--- config.mk ---
export PLATFORM = sky130hd
export DESIGN_NAME = tp_scan_deser
export DESIGN_NICKNAME = d
export VERILOG_FILES = /design/src/rtl/tp_pkg.sv /design/src/rtl/tp_slot_ctr.sv /design/src/rtl/tp_slot_capture.sv /design/src/rtl/tp_tap_fsm.sv /design/src/rtl/tp_scan_deser.sv
export SDC_FILE = /design/constraint.sdc
export NUM_CORES = 1
export LEC_CHECK = 0
export BUFFER_PORTS_ARGS = -buffer_cell sky130_fd_sc_hd__buf_2
export CORE_AREA = 2 2 39 41
export CTS_CLUSTER_DIAMETER = 200
export DETAILED_ROUTE_END_ITERATION = 8
export DIE_AREA = 0 0 41 43
export PLACE_DENSITY = 0.74
export SLEW_MARGIN = 30
export SYNTH_ARGS = -nofsm -noshare
export SYNTH_HDL_FRONTEND = slang
export SYNTH_SLANG_ARGS = --single-unit
--- constraint.sdc ---
create_clock -name clk -period 2.2 [get_ports clk]
set_clock_uncertainty 0.2 [all_clocks]
set_input_delay 0.55 -clock clk [delete_from_list [all_inputs] [get_ports clk]]
set_output_delay 0.55 -clock clk [all_outputs]
set_load 0.005 [all_outputs]
--- src/rtl/tp_pkg.sv ---
package tp_pkg;

  localparam int FULL_SLOTS = 3;
  localparam int SLOT_W     = $clog2(FULL_SLOTS);
  localparam int SLOT_NTDI  = 0;
  localparam int SLOT_TMS   = 1;
  localparam int SLOT_TDO   = FULL_SLOTS - 1;

  typedef enum logic [3:0] {
    ST_EX2DR = 4'h0, ST_EX1DR = 4'h1, ST_SHDR  = 4'h2, ST_PSDR  = 4'h3,
    ST_SELIR = 4'h4, ST_UPDR  = 4'h5, ST_CAPDR = 4'h6, ST_SELDR = 4'h7,
    ST_EX2IR = 4'h8, ST_EX1IR = 4'h9, ST_SHIR  = 4'hA, ST_PSIR  = 4'hB,
    ST_RTI   = 4'hC, ST_UPIR  = 4'hD, ST_CAPIR = 4'hE, ST_TLR   = 4'hF
  } tap_st_t;

  function automatic tap_st_t tap_next(input tap_st_t s, input logic tms);
    case (s)
      ST_TLR:   return tms ? ST_TLR   : ST_RTI;
      ST_RTI:   return tms ? ST_SELDR : ST_RTI;
      ST_SELDR: return tms ? ST_SELIR : ST_CAPDR;
      ST_CAPDR: return tms ? ST_EX1DR : ST_SHDR;
      ST_SHDR:  return tms ? ST_EX1DR : ST_SHDR;
      ST_EX1DR: return tms ? ST_UPDR  : ST_PSDR;
      ST_PSDR:  return tms ? ST_EX2DR : ST_PSDR;
      ST_EX2DR: return tms ? ST_UPDR  : ST_SHDR;
      ST_UPDR:  return tms ? ST_SELDR : ST_RTI;
      ST_SELIR: return tms ? ST_TLR   : ST_CAPIR;
      ST_CAPIR: return tms ? ST_EX1IR : ST_SHIR;
      ST_SHIR:  return tms ? ST_EX1IR : ST_SHIR;
      ST_EX1IR: return tms ? ST_UPIR  : ST_PSIR;
      ST_PSIR:  return tms ? ST_EX2IR : ST_PSIR;
      ST_EX2IR: return tms ? ST_UPIR  : ST_SHIR;
      default:  return tms ? ST_SELDR : ST_RTI;
    endcase
  endfunction

  function automatic logic is_shift(input tap_st_t s);
    return (s == ST_SHDR) || (s == ST_SHIR);
  endfunction

  // Number of slots in the packet that starts while the TAP is in state s.
  function automatic int unsigned pkt_len(input logic compact, input tap_st_t s);
    return (compact && is_shift(s)) ? 1 : FULL_SLOTS;
  endfunction

endpackage

--- src/rtl/tp_slot_ctr.sv ---
module tp_slot_ctr #(
  parameter int SLOT_W = 2
) (
  input  logic              clk,
  input  logic              rst_n,
  input  logic              last,
  output logic [SLOT_W-1:0] slot
);
  always_ff @(posedge clk) begin
    if (!rst_n)    slot <= '0;
    else if (last) slot <= '0;
    else           slot <= slot + 1'b1;
  end
endmodule

--- src/rtl/tp_slot_capture.sv ---
module tp_slot_capture #(
  parameter int SLOT_W = 2,
  parameter int TDI_SLOT = 0,
  parameter int TMS_SLOT = 1
) (
  input  logic              clk,
  input  logic              rst_n,
  input  logic [SLOT_W-1:0] slot,
  input  logic              short_pkt,
  input  logic              dio_in,
  input  logic              link_exit,
  output logic              tdi,
  output logic              tms
);
  logic tdi_q, tms_q;

  always_ff @(posedge clk) begin
    if (!rst_n) begin
      tdi_q <= 1'b0;
      tms_q <= 1'b1;
    end else begin
      if (slot == SLOT_W'(TDI_SLOT)) tdi_q <= ~dio_in;
      if (slot == SLOT_W'(TMS_SLOT)) tms_q <= dio_in;
    end
  end

  // One-slot packets present their bit in the same cycle they arrive.
  assign tdi = short_pkt ? ~dio_in   : tdi_q;
  assign tms = short_pkt ? link_exit : tms_q;
endmodule

--- src/rtl/tp_tap_fsm.sv ---
module tp_tap_fsm
  import tp_pkg::*;
(
  input  logic    clk,
  input  logic    rst_n,
  input  logic    step,
  input  logic    tms,
  output tap_st_t state
);
  always_ff @(posedge clk) begin
    if (!rst_n)    state <= ST_TLR;
    else if (step) state <= tap_next(state, tms);
  end

  p_step_only_r4: assert property (@(posedge clk) disable iff (!rst_n)
    !$stable(state) |-> $past(step));
endmodule

--- src/rtl/tp_scan_deser.sv ---
module tp_scan_deser
  import tp_pkg::*;
(
  input  logic       clk,
  input  logic       rst_n,
  input  logic       compact_mode,
  input  logic       link_exit,
  input  logic       dio_in,
  output logic       dio_out,
  output logic       dio_oe,
  input  logic       tap_tdo,
  output logic       tap_tck_en,
  output logic       tap_tms,
  output logic       tap_tdi,
  output logic [3:0] tap_state
);
  logic [SLOT_W-1:0] slot_idx;
  tap_st_t           cur_st;
  logic              short_pkt;
  logic              pkt_done;
  logic              rec_tms, rec_tdi;
  int unsigned       cur_len;

  assign cur_len   = pkt_len(compact_mode, cur_st);
  assign short_pkt = (cur_len == 1) && (slot_idx == '0);
  assign pkt_done  = (32'(slot_idx) >= cur_len - 1);

  tp_slot_ctr #(.SLOT_W(SLOT_W)) u_ctr (
    .clk(clk), .rst_n(rst_n), .last(pkt_done), .slot(slot_idx));

  tp_slot_capture #(.SLOT_W(SLOT_W), .TDI_SLOT(SLOT_NTDI), .TMS_SLOT(SLOT_TMS)) u_cap (
    .clk(clk), .rst_n(rst_n), .slot(slot_idx), .short_pkt(short_pkt),
    .dio_in(dio_in), .link_exit(link_exit), .tdi(rec_tdi), .tms(rec_tms));

  tp_tap_fsm u_fsm (
    .clk(clk), .rst_n(rst_n), .step(pkt_done), .tms(rec_tms), .state(cur_st));

  assign tap_tck_en = rst_n && pkt_done;
  assign tap_tms    = rec_tms;
  assign tap_tdi    = rec_tdi;
  assign tap_state  = cur_st;
  assign dio_oe     = rst_n && !short_pkt && (slot_idx == SLOT_W'(SLOT_TDO));
  assign dio_out    = dio_oe ? tap_tdo : 1'b0;

  p_oe_single_r5: assert property (@(posedge clk) disable iff (!rst_n)
    dio_oe |=> !dio_oe);

  p_short_back_to_back_r6: assert property (@(posedge clk) disable iff (!rst_n)
    (compact_mode && $past(compact_mode) && is_shift(cur_st) && $past(pkt_done))
      |-> (pkt_done && !dio_oe));

  p_full_spacing_r2: assert property (@(posedge clk) disable iff (!rst_n)
    (pkt_done && !compact_mode && !$past(compact_mode) && !$past(compact_mode, 2))
      |-> (!$past(pkt_done) && !$past(pkt_done, 2)));

  p_oe_with_step_r5: assert property (@(posedge clk) disable iff (!rst_n)
    dio_oe |-> tap_tck_en);
endmodule

==> impl_results.md <==
- CTS tree: built
- Clock sink count: 8
- Setup violations, final: 3
- Crit share post-route: 105%
- Top-count cell post-synth: dfxtp_1
- Initial Util: 41.0%
- Nets: 103
- GPL Wtd Cong: 0.820
- Rel. slew slack: 80.1%
- DR vias/cell: 5.52
- Sequential share of the synthesized area: 28.2%
- Synthesized cell area: 568 um^2
- Worst hold slack: 0.301 ns
- Hold WC Path Type: flop to flop
- RSZ-0062 raised after global routing: true
- R2R setup slack: 0.20 ns
- Number of global-route vias before repair: 566
- Setup WS post-layout: -0.119 ns
- Net count after synthesis: 77
- Syn Inst Count: 67
- Post-DRT Antenna Nets: 0
- Synth Flop Type: dfxtp_1
- # DRC: 0
- Max Cap Viol: 0
- Critical path class: flop to output port
- GRT Residual Overflow: 0
- Rows: 14
- First-pass GRT wire length: 2390 um
- Worst skew pair latency: 0.26 ns
- Max frequency: 431 MHz
- DRT Wirelength: 1370 um
- Number of distinct library cells after synthesis: 31
- Violated checks: setup timing
- I/O pins: 15
- Pwr Density: 947 nW/um^2
- Worst EP arrival: 1.57 ns
- Die height: 43 um
- Hold Buf Count CTS: 0
- Slowest cell on crit path: and4bb_2
- Yosys synthesis warning count: 0
- Pin count of the biggest net entering global routing: 11
- Post-synth EDFFs: 0
- Placement Setup Slack: -0.0974 ns
- CP required: 1.45 ns
- Die Wd: 41 um
- Startpoint Class: flop
- DR WL/cell: 12.8 um
- Total iterations of the first detailed-routing run: 4
- Synth Area per Inst: 8.48 um^2
- Leak: 0.332 nW
- H-tree depth: 1
- Core Area: 1380 um^2
- CP Cell Sequence: and4bb_2, inv_2, ha_4, inv_1, o21ai_2, and2_1, buf_2
- Status: finished, violations left
- Ranking of synthesized cells by area: dfxtp_1, ha_1, nand2_1, o21ai_0, buf_6
- Worst VDD drop: 436 uV
- Final Hold Viols: 0
- Clk buf depth: 2
- Post-DP HPWL: 1000 um
- IO buf count: 14
- Synth area leader: dfxtp_1
- Die area: 1760 um^2
- Seq cells post-synth: 8
- Post-layout total power: 0.717 mW
- Layout cells sized above 1: 41.8%
- Area delta synth->final: 33.3%
- DRT iter0 DRCs: 12
- Worst-Margin Slew: 0.298 ns
- Min Tclk post-route: 2.32 ns
- Crit-path max cell delay: 0.32 ns
- Critical Path End Type: output port
- Antenna violations before repair: 0
- Synth top area share: 28.2%
- CTS root buffer: clkbuf_4
- Total track usage: 20.4%
- Util after Layout: 54.7%
- Clk pin slew, worst setup/hold paths: 0.05 ns
- CTS buffer count: 3
- Post-synth ARST share: 0%
- DR vias: 591
- Worst Path Max Fanout: 2
- Final Max Tran Viols: 0
- Most frequent cells after synthesis: dfxtp_1, nand2_1, nor2_1, o21ai_0
- Antenna cell count: 0
==> placed cells by master, fill, tap and decap left out, drive strengths merged <==
cell / synthesis / final
dfxtp: 8 / 8
and2: 2 / 2
nor2: 5 / 5
o211a: 1 / 1
or4bb: 1 / 1
o32a: 1 / 1
a2111oi: 1 / 1
clkbuf: 0 / 3
a21boi: 1 / 1
o211ai: 1 / 1
nand4: 3 / 3
a311oi: 1 / 1
a221oi: 1 / 1
mux2i: 1 / 1
nand3: 2 / 2
or2: 1 / 1
o21ai: 7 / 7
or3: 1 / 1
buf: 3 / 24
and3: 2 / 2
nand2: 7 / 7
a211o: 1 / 1
a21oi: 3 / 3
and4bb: 1 / 1
inv: 5 / 5
nand2b: 1 / 1
ha: 4 / 4
nor2b: 2 / 2
==> cell type report <==
cell class / count / area [um^2]
clock buffers: 3 / 22.5
fillers: 128 / 627
inverters: 5 / 18.8
multi-input cells: 51 / 390
flip-flops and latches: 8 / 160
well taps: 16 / 20.0
repair buffers: 24 / 145
==> logic make-up after synthesis <==
logic type | Yosys count | synth area share, %
AO/OA/AOI/OAI | 18 | 25.5
adder cells (fa/ha/maj) | 4 | 8.81
buffers and inverters | 8 | 8.59
flip-flops | 8 | 28.2
multiplexers | 1 | 1.76
AND/OR/NAND/NOR | 28 | 27.1
==> sequential cells by signal, indices dropped and copies added (netlist names) <==
name / cells
u_ctr.slot: 2
u_fsm.state: 4
u_cap.tms_q: 1
u_cap.tdi_q: 1
==> routing by layer <==
| metal | GRT usage (%) | routed length (um) | vias up |
|---|---|---|---|
| met1 | 27.6 | 674 | 285 |
| met4 | 12.7 | 19 | 0 |
| met3 | 3.14 | 27 | 2 |
| li1 | - | - | 294 |
| met5 | 0 | 0 | - |
| met2 | 29.1 | 644 | 10 |
==> where the power goes <==
group / switching, mW / internal [mW]
registers: 0.0299 / 0.180
logic: 0.199 / 0.195
clock network: 0.0511 / 0.0625
==> critical path, delay by kind of cell, from the launching register on <==
kind / cells / cell delay, ns
AO/OA/AOI/OAI: 1 / 0.11
adder cells (fa/ha/maj): 1 / 0.26
buffers and inverters: 3 / 0.20
flip-flops: 1 / 0.30
AND/OR/NAND/NOR: 2 / 0.44
==> metrics by stage <==
stage	TNS [ns]	instances	cell area, um^2
final	-0.202	107	757
after floorplan	0	67	584
after CTS	-0.188	107	747
after global placement	-0.158	103	712
after global routing	-0.423	107	757
after detailed placement	-0.188	103	712
==> worst paths after layout <==
path / start / endpoint / cells past startpoint
setup / recovery: u_fsm.state[2] / tap_tck_en / 7
hold / removal: u_cap.tdi_q / u_cap.tdi_q / 1
setup reg to reg: u_fsm.state[2] / u_fsm.state[0] / 8
hold reg to reg: u_cap.tdi_q / u_cap.tdi_q / 1
==> what timing repair did <==
action	4_1_cts	5_1_grt
hold endpoints to repair	0	0
pin swaps	2	0
buffers inserted	1	0
setup endpoints to repair	2	3
resized for setup	2	1
Note: power is estimated with default switching activity, not from simulation.
